### config.mk
export PLATFORM = sky130hd
export DESIGN_NAME = xfer_chain_seq
export DESIGN_NICKNAME = d
export VERILOG_FILES = /design/src/rtl/xcs_pkg.sv /design/src/rtl/xcs_pend.sv /design/src/rtl/xcs_enreg.sv /design/src/rtl/xcs_update.sv /design/src/rtl/xfer_chain_seq.sv
export SDC_FILE = /design/constraint.sdc
export NUM_CORES = 1
export LEC_CHECK = 0
export BUFFER_PORTS_ARGS = -buffer_cell sky130_fd_sc_hd__buf_4
export CORE_UTILIZATION = 54
export CTS_CLUSTER_DIAMETER = 60
export DETAILED_ROUTE_END_ITERATION = 10
export PLACE_DENSITY_LB_ADDON = 0.3
export RECOVER_POWER = 25
export SLEW_MARGIN = 10
export SYNTH_ARGS = -nofsm -noshare
export SYNTH_HDL_FRONTEND = slang
export SYNTH_SLANG_ARGS = --single-unit
### constraint.sdc
create_clock -name clk -period 3.4 [get_ports clk]
set_clock_uncertainty 0.2 [all_clocks]
set_input_delay 0.17 -clock clk [delete_from_list [all_inputs] [get_ports clk]]
set_output_delay 0.17 -clock clk [all_outputs]
set_load 0.005 [all_outputs]
### src/rtl/xcs_pkg.sv
package xcs_pkg;
   // Flag bit positions inside a control record word
   localparam int unsigned F_RPT    = 0;
   localparam int unsigned F_RSIDE  = 1;
   localparam int unsigned F_CHAIN  = 2;
   localparam int unsigned F_RPTINT = 3;
   localparam int unsigned F_SINC   = 4;
   localparam int unsigned F_DINC   = 5;
   localparam int unsigned FLAG_W   = 6;

   typedef enum logic [2:0] {
      S_IDLE, S_VEC, S_REC, S_DRD, S_DWR, S_WB
   } seq_st_e;
endpackage

### src/rtl/xcs_pend.sv
module xcs_pend #(
   parameter int NS = 8,
   parameter int SW = 3
) (
   input  logic          clk,
   input  logic          rst_n,
   input  logic [NS-1:0] req_in,
   input  logic [NS-1:0] en_q,
   input  logic          take,
   output logic          pend_any,
   output logic [SW-1:0] pick_idx
);
   logic [NS-1:0] pend_q;
   logic [NS-1:0] take_mask;

   always_comb begin
      pick_idx = '0;
      for (int i = NS - 1; i >= 0; i--) begin
         if (pend_q[i]) pick_idx = SW'(i);
      end
   end

   assign pend_any  = |pend_q;
   assign take_mask = take ? (NS'(1) << pick_idx) : '0;

   always_ff @(posedge clk or negedge rst_n) begin
      if (!rst_n) pend_q <= '0;
      else        pend_q <= (pend_q & ~take_mask) | (req_in & en_q);
   end
endmodule

### src/rtl/xcs_enreg.sv
module xcs_enreg #(
   parameter int NS = 8,
   parameter int SW = 3
) (
   input  logic          clk,
   input  logic          rst_n,
   input  logic          en_wr,
   input  logic [NS-1:0] en_wdata,
   input  logic          clr,
   input  logic [SW-1:0] clr_idx,
   output logic [NS-1:0] en_q
);
   for (genvar g = 0; g < NS; g++) begin : g_bit
      logic bit_q;
      always_ff @(posedge clk or negedge rst_n) begin
         if (!rst_n)                          bit_q <= 1'b0;
         else if (en_wr)                      bit_q <= en_wdata[g];
         else if (clr && clr_idx == SW'(g))   bit_q <= 1'b0;
      end
      assign en_q[g] = bit_q;
   end
endmodule

### src/rtl/xcs_update.sv
module xcs_update
   import xcs_pkg::*;
#(
   parameter int AW = 16,
   parameter int CW = 8,
   parameter int RW = FLAG_W + 2 * CW + 2 * AW
) (
   input  logic [RW-1:0] rec_i,
   output logic [RW-1:0] rec_o,
   output logic          fire
);
   localparam int CNT_LSB = FLAG_W;
   localparam int RLD_LSB = FLAG_W + CW;
   localparam int SA_LSB  = FLAG_W + 2 * CW;
   localparam int DA_LSB  = SA_LSB + AW;

   logic [CW-1:0] cnt, rld, cnt_n;
   logic [AW-1:0] sa, da, sa_n, da_n;
   logic          rpt, expire, wrap;

   assign cnt    = rec_i[CNT_LSB +: CW];
   assign rld    = rec_i[RLD_LSB +: CW];
   assign sa     = rec_i[SA_LSB +: AW];
   assign da     = rec_i[DA_LSB +: AW];
   assign rpt    = rec_i[F_RPT];
   assign expire = (cnt == CW'(1));
   assign wrap   = rpt && expire;
   assign fire   = expire && (!rpt || rec_i[F_RPTINT]);

   assign cnt_n = wrap ? rld : cnt - CW'(1);

   always_comb begin
      sa_n = sa + AW'(rec_i[F_SINC]);
      da_n = da + AW'(rec_i[F_DINC]);
      if (wrap && !rec_i[F_RSIDE] && rec_i[F_SINC]) sa_n = sa + AW'(1) - AW'(rld);
      if (wrap &&  rec_i[F_RSIDE] && rec_i[F_DINC]) da_n = da + AW'(1) - AW'(rld);
   end

   assign rec_o = {da_n, sa_n, rld, cnt_n, rec_i[FLAG_W-1:0]};
endmodule

### src/rtl/xfer_chain_seq.sv
module xfer_chain_seq
   import xcs_pkg::*;
#(
   parameter int          NUM_SRC  = 8,
   parameter int          NUM_REC  = 24,
   parameter int          CTL_AW   = 6,
   parameter int          REC_BASE = 8,
   parameter int          ADDR_W   = 16,
   parameter int          CNT_W    = 8,
   parameter int          DATA_W   = 8,
   parameter logic [7:0]  RX_MASK  = 8'h0F,
   localparam int         SRC_W    = (NUM_SRC > 1) ? $clog2(NUM_SRC) : 1,
   localparam int         REC_W    = FLAG_W + 2 * CNT_W + 2 * ADDR_W
) (
   input  logic               clk,
   input  logic               rst_n,
   input  logic [NUM_SRC-1:0] req_in,
   input  logic               nmi_flag,
   input  logic               en_wr,
   input  logic [NUM_SRC-1:0] en_wdata,
   output logic [NUM_SRC-1:0] en_q,
   output logic               busy,
   output logic               ctl_req,
   output logic               ctl_we,
   output logic [CTL_AW-1:0]  ctl_addr,
   output logic [REC_W-1:0]   ctl_wdata,
   input  logic [REC_W-1:0]   ctl_rdata,
   input  logic               ctl_ack,
   output logic               dat_req,
   output logic               dat_we,
   output logic [ADDR_W-1:0]  dat_addr,
   output logic [DATA_W-1:0]  dat_wdata,
   input  logic [DATA_W-1:0]  dat_rdata,
   input  logic               dat_ack,
   output logic               dat_clr_ok,
   output logic               irq_pulse,
   output logic [SRC_W-1:0]   irq_src
);
   localparam int IDX_W  = $clog2(NUM_REC);
   localparam int SA_LSB = FLAG_W + 2 * CNT_W;
   localparam int DA_LSB = SA_LSB + ADDR_W;

   if (NUM_SRC < 2 || NUM_SRC > 8) begin : g_bad_src
      $error("NUM_SRC must lie in 2..8");
   end
   if (NUM_REC < 2) begin : g_bad_rec
      $error("NUM_REC must be at least 2");
   end
   if (REC_BASE < NUM_SRC || REC_BASE + NUM_REC > (1 << CTL_AW)) begin : g_bad_map
      $error("record area must sit above the vectors and fit the control space");
   end
   if (CNT_W < 2 || IDX_W > REC_W) begin : g_bad_w
      $error("counter or index width out of range");
   end

   seq_st_e             st_q;
   logic [SRC_W-1:0]    src_q;
   logic [IDX_W-1:0]    idx_q;
   logic [REC_W-1:0]    rec_q, rec_nxt;
   logic [DATA_W-1:0]   dat_q;
   logic                nof_q, irq_q;
   logic [SRC_W-1:0]    irq_src_q;
   logic                pend_any, take, fire, en_clr;
   logic [SRC_W-1:0]    pick_idx;
   logic [CTL_AW-1:0]   rec_addr;

   assign take   = (st_q == S_IDLE) && pend_any;
   assign en_clr = (st_q == S_WB) && ctl_ack && fire;

   xcs_pend #(.NS(NUM_SRC), .SW(SRC_W)) u_pend (
      .clk(clk), .rst_n(rst_n), .req_in(req_in), .en_q(en_q),
      .take(take), .pend_any(pend_any), .pick_idx(pick_idx)
   );

   xcs_enreg #(.NS(NUM_SRC), .SW(SRC_W)) u_enreg (
      .clk(clk), .rst_n(rst_n), .en_wr(en_wr), .en_wdata(en_wdata),
      .clr(en_clr), .clr_idx(src_q), .en_q(en_q)
   );

   xcs_update #(.AW(ADDR_W), .CW(CNT_W), .RW(REC_W)) u_upd (
      .rec_i(rec_q), .rec_o(rec_nxt), .fire(fire)
   );

   assign rec_addr = CTL_AW'(REC_BASE) + CTL_AW'(idx_q);

   always_ff @(posedge clk or negedge rst_n) begin
      if (!rst_n) begin
         st_q      <= S_IDLE;
         src_q     <= '0;
         idx_q     <= '0;
         rec_q     <= '0;
         dat_q     <= '0;
         nof_q     <= 1'b0;
         irq_q     <= 1'b0;
         irq_src_q <= '0;
      end else begin
         irq_q <= 1'b0;
         unique case (st_q)
            S_IDLE: if (pend_any && !nmi_flag) begin
               src_q <= pick_idx;
               nof_q <= 1'b0;
               st_q  <= S_VEC;
            end
            S_VEC: if (ctl_ack) begin
               idx_q <= ctl_rdata[IDX_W-1:0];
               st_q  <= S_REC;
            end
            S_REC: if (ctl_ack) begin
               rec_q <= ctl_rdata;
               st_q  <= S_DRD;
            end
            S_DRD: if (dat_ack) begin
               dat_q <= dat_rdata;
               st_q  <= S_DWR;
            end
            S_DWR: if (dat_ack) st_q <= S_WB;
            S_WB: if (ctl_ack) begin
               if (fire) begin
                  nof_q <= 1'b1;
                  if (RX_MASK[src_q]) begin
                     irq_q     <= 1'b1;
                     irq_src_q <= src_q;
                  end
               end
               if (rec_q[F_CHAIN]) begin
                  idx_q <= idx_q + IDX_W'(1);
                  st_q  <= S_REC;
               end else begin
                  st_q  <= S_IDLE;
               end
            end
            default: st_q <= S_IDLE;
         endcase
      end
   end

   always_comb begin
      ctl_req   = 1'b0;
      ctl_we    = 1'b0;
      ctl_addr  = CTL_AW'(src_q);
      ctl_wdata = rec_nxt;
      dat_req   = 1'b0;
      dat_we    = 1'b0;
      dat_addr  = rec_q[SA_LSB +: ADDR_W];
      dat_wdata = dat_q;
      case (st_q)
         S_VEC: ctl_req = 1'b1;
         S_REC: begin
            ctl_req  = 1'b1;
            ctl_addr = rec_addr;
         end
         S_DRD: dat_req = 1'b1;
         S_DWR: begin
            dat_req  = 1'b1;
            dat_we   = 1'b1;
            dat_addr = rec_q[DA_LSB +: ADDR_W];
         end
         S_WB: begin
            ctl_req  = 1'b1;
            ctl_we   = 1'b1;
            ctl_addr = rec_addr;
         end
         default: ;
      endcase
   end

   assign busy       = (st_q != S_IDLE);
   assign dat_clr_ok = dat_req && !nof_q;
   assign irq_pulse  = irq_q;
   assign irq_src    = irq_src_q;
endmodule

* Word-level counts from Yosys, hierarchy flattened
Memory sizes are Yosys's and may differ from the RTL's.
Index checks and enable logic that the tools add are counted.
** Word-level totals
- Input port bits :: 84
- Logic and storage cells :: 157
- Memories :: 1
- Output and inout port bits :: 102
- ROM bits :: 8
- Register bits after elaboration :: 94
** Memory list
- (name not given) :: words 8, width 1, rd ports 1, clocked after memory_dff 0, write ports 0, line xfer_chain_seq.sv:120 : if (RX_MASK[src_q]) begin
** Operators by class
- Order comparisons :: 1
- Bitwise logic cells :: 4
- Mux-type cells :: 55
- Shifts and indexed selects :: 1
- Equal/unequal tests :: 21
- Add/subtract/negate cells :: 9
- Reduce and logical (&&, ||, !) cells :: 48
** Operator list (number)
- 2-to-1 mux 16 bit :: 3
- 2-to-1 mux 3 bit :: 14
- adder 16 x 1 -> 16 bit :: 2
- adder 16 x 1 -> 16 bit (second input constant) :: 2
- subtractor 16 x 8 -> 16 bit :: 2
- 2-to-1 mux 1 bit :: 28
- nonzero test 2 bit :: 10
- logical AND 1 bit :: 19
- equality test 3 bit (second input constant) :: 6
- one-hot mux 3 bit (6 select lines) :: 1
- bitwise AND 8 bit :: 2
- 2-to-1 mux 8 bit :: 2
- 2-to-1 mux 5 bit :: 3
- inequality test 2 bit (second input constant) :: 7
- equality test 3 x 2 -> 1 bit (second input constant) :: 4
- AND reduction 4 bit :: 3
- one-hot mux 5 bit (2 select lines) :: 1
- equality test 8 x 1 -> 1 bit (second input constant) :: 1
- NOT 8 bit :: 1
- bitwise OR 8 bit :: 1
- OR reduction 8 bit :: 1
- left shift 1 x 3 -> 8 bit (first input constant) :: 1
- subtractor 8 x 1 -> 8 bit (second input constant) :: 1
- adder 4 x 5 -> 6 bit (first input constant) :: 1
- 15 further kinds :: 23

* Logic depth before layout (Yosys ltp)
- Word-level depth :: 13
- Mapped depth :: 13
- Mapped depth without buffers :: 13

* Hierarchy
Synthesis repeated with hierarchy kept, for this count alone.
** Second synthesis, totals
- Cell total of the unflattened synthesis :: 750
- Area, all modules :: 7230.7 µm²
** Modules (own cells, without submodules)
- xfer_chain_seq :: area an instance 3432.0 µm², sequential area each 1951.9 µm², instances 1, cells an instance 237
- xcs_update :: area an instance 2914.0 µm², sequential area each 0.0 µm², instances 1, cells an instance 427
- xcs_enreg :: area an instance 478.0 µm², sequential area each 200.2 µm², instances 1, cells an instance 45
- xcs_pend :: area an instance 406.6 µm², sequential area each 200.2 µm², instances 1, cells an instance 41

* Worst setup path after synthesis
OpenSTA, ideal clock, no wires.
- Path kind :: flip-flop to output port
- From :: register rec_q[15]
- To :: output ctl_wdata[53]
- Buffers on the path :: 0
- Setup slack :: 0.558 ns
- Data required time :: 3.030 ns
- Stages on the path, launching flop included :: 13
- Data arrival time :: 2.472 ns
- Path through :: dfrtp_1 -> ha_1 -> inv_1 -> ha_1 -> inv_1 -> fa_1 -> inv_1 -> a21o_1 -> a211oi_1 -> a21oi_1 -> mux2i_1 -> a311oi_1 -> xnor2_1
** On the way
- Longest elaborated chain between the ends :: 2
** Ends and longest elaborated chain
- start: declaration :: line xfer_chain_seq.sv:59 : logic [REC_W-1:0] rec_q, rec_nxt;
- start signal: assignment :: line xfer_chain_seq.sv:109 : rec_q <= ctl_rdata;
- subtractor 16 x 8 -> 16 bit :: line xcs_update.sv:36 : if (wrap && rec_i[F_RSIDE] && rec_i[F_DINC]) da_n = da + AW'(1) - AW'(rld);
- 2-to-1 mux 16 bit :: line xcs_update.sv:36
- end: declaration :: line xfer_chain_seq.sv:26 : output logic [REC_W-1:0] ctl_wdata,
No other way between the ends.

* Worst setup path after layout
- From :: register rec_q[39]
- To :: output ctl_wdata[53]
** On the way
- Longest elaborated chain between the ends :: 3
- Elaborated cells on any way between the ends :: 4
- Those cells by class :: 3 x add/sub; 1 x mux
** Ends and longest elaborated chain (line)
- adder 16 x 1 -> 16 bit :: xcs_update.sv:36
- subtractor 16 x 8 -> 16 bit :: xcs_update.sv:36
- 2-to-1 mux 16 bit * :: xcs_update.sv:36
Every way passes the cells marked *; elsewhere a longest branch is shown, timed or not.

==> flow_summary.yaml <==
setup_path:
  cp_cell_sequence: "inv_1 -> ha_4 -> inv_1 -> ha_4 -> inv_2 -> fa_2 -> inv_1 -> a21o_1 -> a211oi_4 -> a21oi_2 -> mux2i_1 -> a311oi_2 -> xnor2_1 -> buf_4"
  cp-start-kind: "flop"
  crit_top_cell: "inv_1"
  reg2reg_setup_slack_ps: 270
  crit_required_ps: 3030
  reg2reg_to: "u_enreg.g_bit[0].bit_q"
  cp_slowest_cell: "dfrtp_1"
  slowest_delay_ps: 400
  arrival_ps: 3000
  endpoint_kind: "output port"
  r2r-start: "st_q[0]"
  ff2ff_path_depth: 7
  path_max_fanout: 2
  path_class: "flop to output port"
timing:
  slew_headroom_pct: 45.2
  drv_slew: 0
  finalCritPeriodShare_pct: 99.2
  finalSetupViolations: 0
  rsz0062_at_grt: "true"
  worst_slack_ps: 26.7
  finalHoldViolations: 0
  fmax_ghz: 0.296
  worstMarginPinSlew_ps: 822
  period_needed_ps: 3370
clock_network:
  clk_pin_slew_ps: 80
  cts.sinks: 94
  clockBufferDepth: 2
  clock-root-buffer: "clkbuf_16"
  cts_made_buffers: 9
  clock_latency_ps: 360
  cts_tree: "built"
  h-tree-depth: 3
cells_and_area:
  drive_above_1_share_pct: 30.0
  nets: 1202
  antenna_cells: 0
  stdcell_area_sq_mm: 0.00990
  fillCellCount: 723
  seqCellArea_sq_mm: 0.00235
  areaGrowthSynthToFinish_pct: 43.2
  multi_input_area_sq_mm: 0.00433
flow_run:
  cap_violations: 0
die:
  die_area_sq_mm: 0.0133
  num_io_pins: 186
  rows: 40
  initial_utilization_pct: 56.4
  die_h_microns: 115
  coreArea_sq_mm: 0.0123
  die_x_microns: 115
drt:
  drt_wl_total_microns: 23500
  drc: 0
  ant_nets: 0
  vias: 7206
  wl_per_cell_microns: 19.2
  drt-pass1-iter-count: 5
  vias_per_cell: 5.88
  dr.first_iter.drc_count: 527
yosys:
  synth_area_per_cell_sq_um: 8.88
  synth-edff-count: 0
  synth_nets: 928
  syn_area_sq_mm: 0.00691
  yosysSeqAreaShare_pct: 34.0
  async_flop_share_pct: 100
  synthDistinctLibCells: 53
  synth_ff_type: "dfrtp_1"
  synth_warnings: 0
  synth_seq_cells: 94
  synthCells: 778
placement:
  place.gp.congestion: 0.913
  dp_hpwl_microns: 14200
  pre_cts_slack_ps: 7.25
  port_buffers: 185
  place_area_sq_mm: 0.00838
min_path:
  hp-class: "input port to asynchronous set/reset pin"
global_route:
  grt_pass1_wl_microns: 35700
  grt-ovfl-total: 0
  grt_usage_pct: 35.6
  antenna_found_initial: 0
  grt_max_degree: 64
  grt_pass1_vias: 7147
pwr:
  power_leakage_nw: 4.65
  p_per_area_mw_per_mm2: 1030
  vdd_ir_drop_max_v: 0.000632
outcome:
  status: "complete, no violations"
==> repair_timing <==
action | CTS | global route
pin swaps | 5 | 18
buffers inserted | 5 | 6
gates resized for setup | 11 | 34
hold buffers | 98 | 0
endpoints found under the setup margin | 9 | 19
hold endpoints to repair | 148 | 0
==> how the worst max path moves through the flow <==
stage | to | slack [ps] | start
6_report | ctl_wdata[53] | 30 | rec_q[39]
5_1_grt | ctl_wdata[53] | -90 | rec_q[39]
4_1_cts | ctl_wdata[36] | 2 | rec_q[19]
3_5_place_dp | ctl_wdata[53] | 7 | rec_q[15]
3_3_place_gp | ctl_wdata[53] | 110 | rec_q[15]
2_1_floorplan | ctl_wdata[53] | 560 | rec_q[15]
==> cell usage in the layout, fill, tap and decap left out, types with 3 or more instances in the layout <==
cell type / n
nand2b_1: 8
and2_1: 4
nand3_1: 20
dlygate4sd3_1: 98
mux2i_1: 3
mux2_2: 54
xor2_1: 26
buf_4: 197
dfrtp_1: 93
inv_1: 37
a21oi_1: 31
clkbuf_16: 9
a22o_1: 4
inv_6: 4
a21oi_2: 4
inv_2: 7
ha_4: 4
a21o_1: 11
and3_1: 12
ha_1: 56
clkbuf_1: 10
xnor2_1: 29
nand2_1: 109
or3_1: 3
o21bai_1: 7
nor3_1: 11
nor2b_1: 9
clkbuf_4: 6
nor4_1: 4
o21ai_0: 93
ha_2: 4
nor2_1: 36
==> critical path: cells and delay by family, from the launching register on <==
kind	cells	cell delay (ps)
mux	1	120
xor+xnor	1	160
flops	1	400
fa+ha+maj	3	710
compound gates	4	780
buf+inv	5	480
==> power breakdown <==
| group | internal [mW] | leakage (nW) | switching [mW] |
|---|---|---|---|
| Sequential | 1.59 | 1.13 | 0.659 |
| Combinational | 3.37 | 3.37 | 3.54 |
| Clock | 0.583 | 0.148 | 0.484 |
==> cells by family after synthesis <==
group / after synthesis / share of synthesized area [%]
AND/OR/NAND/NOR: 234 / 16.0
flip-flops: 94 / 34.0
XOR/XNOR: 55 / 6.97
AO/OA/AOI/OAI: 181 / 15.5
buffers and inverters: 91 / 6.15
adder cells (fa/ha/maj): 66 / 12.2
multiplexers: 57 / 9.23
==> metrics by stage <==
step           util [%]  cells  total power, mW  TNS, ps  hold slack, ps
6_report           80.7   1225             10.2        0             255
5_1_grt            80.7   1225             11.0     -249             321
4_1_cts            79.5   1219             9.45        0             272
3_5_place_dp       68.3   1100             8.06        0             106
3_3_place_gp       68.3   1100             7.91        0             111
2_1_floorplan         -    778             6.01        0            -326
==> synth_stat cells, drive strengths merged (2+ instances only) <==
library cell	number	area [sq um]
o211ai	2	20.0
nand2b	8	50.1
a21oi	37	185
mux2	54	608
fa	2	40.0
a21o	11	82.6
and3	12	75.1
or3	3	18.8
mux2i	3	30.0
o22ai	2	12.5
nor2b	10	62.6
xor2	26	228
a221oi	2	17.5
buf	25	178
nand3	21	105
nand4	3	33.8
nor2	36	135
and4	2	17.5
o21ai	94	470
nor4	5	46.3
a211oi	5	37.5
nand2	110	413
o31ai	4	30.0
inv	44	165
dfrtp	94	2350
o21a	2	15.0
a31oi	2	12.5
o21bai	7	52.6
nor3	12	60.1
a22o	4	35.0
clkbuf	22	82.6
nor3b	4	30.0
xnor2	29	254
and2	4	25.0
ha	64	801
==> sequential cells by signal, summed over array words and instances (netlist names) <==
| signal | flops |
|---|---|
| st_q | 3 |
| nof_q | 1 |
| idx_q | 5 |
| rec_q | 54 |
| u_enreg.g_bit.bit_q | 8 |
| irq_pulse | 1 |
| src_q | 3 |
| dat_wdata | 8 |
| u_pend.pend_q | 8 |
| irq_src | 3 |
==> cell type report <==
| type | count | share of cell area, % |
|---|---|---|
| Inverter | 44 | 1.67 |
| Timing Repair Buffer | 310 | 25.6 |
| Multi-Input combinational cell | 593 | 43.7 |
| Clock inverter | 6 | 0.746 |
| Sequential cell | 94 | 23.8 |
| Tap cell | 168 | 2.12 |
| Clock buffer | 10 | 2.31 |
==> per-layer routing <==
layer  vias up  track usage [%]  part of all wire, %
li1       3228                -                    -
met1      3415             40.7                   37
met2       447             61.4                   49
met3       116             9.28                  8.4
met4         0             18.5                  5.1
met5         -                0                    0
(Power assumes the default switching activity.)
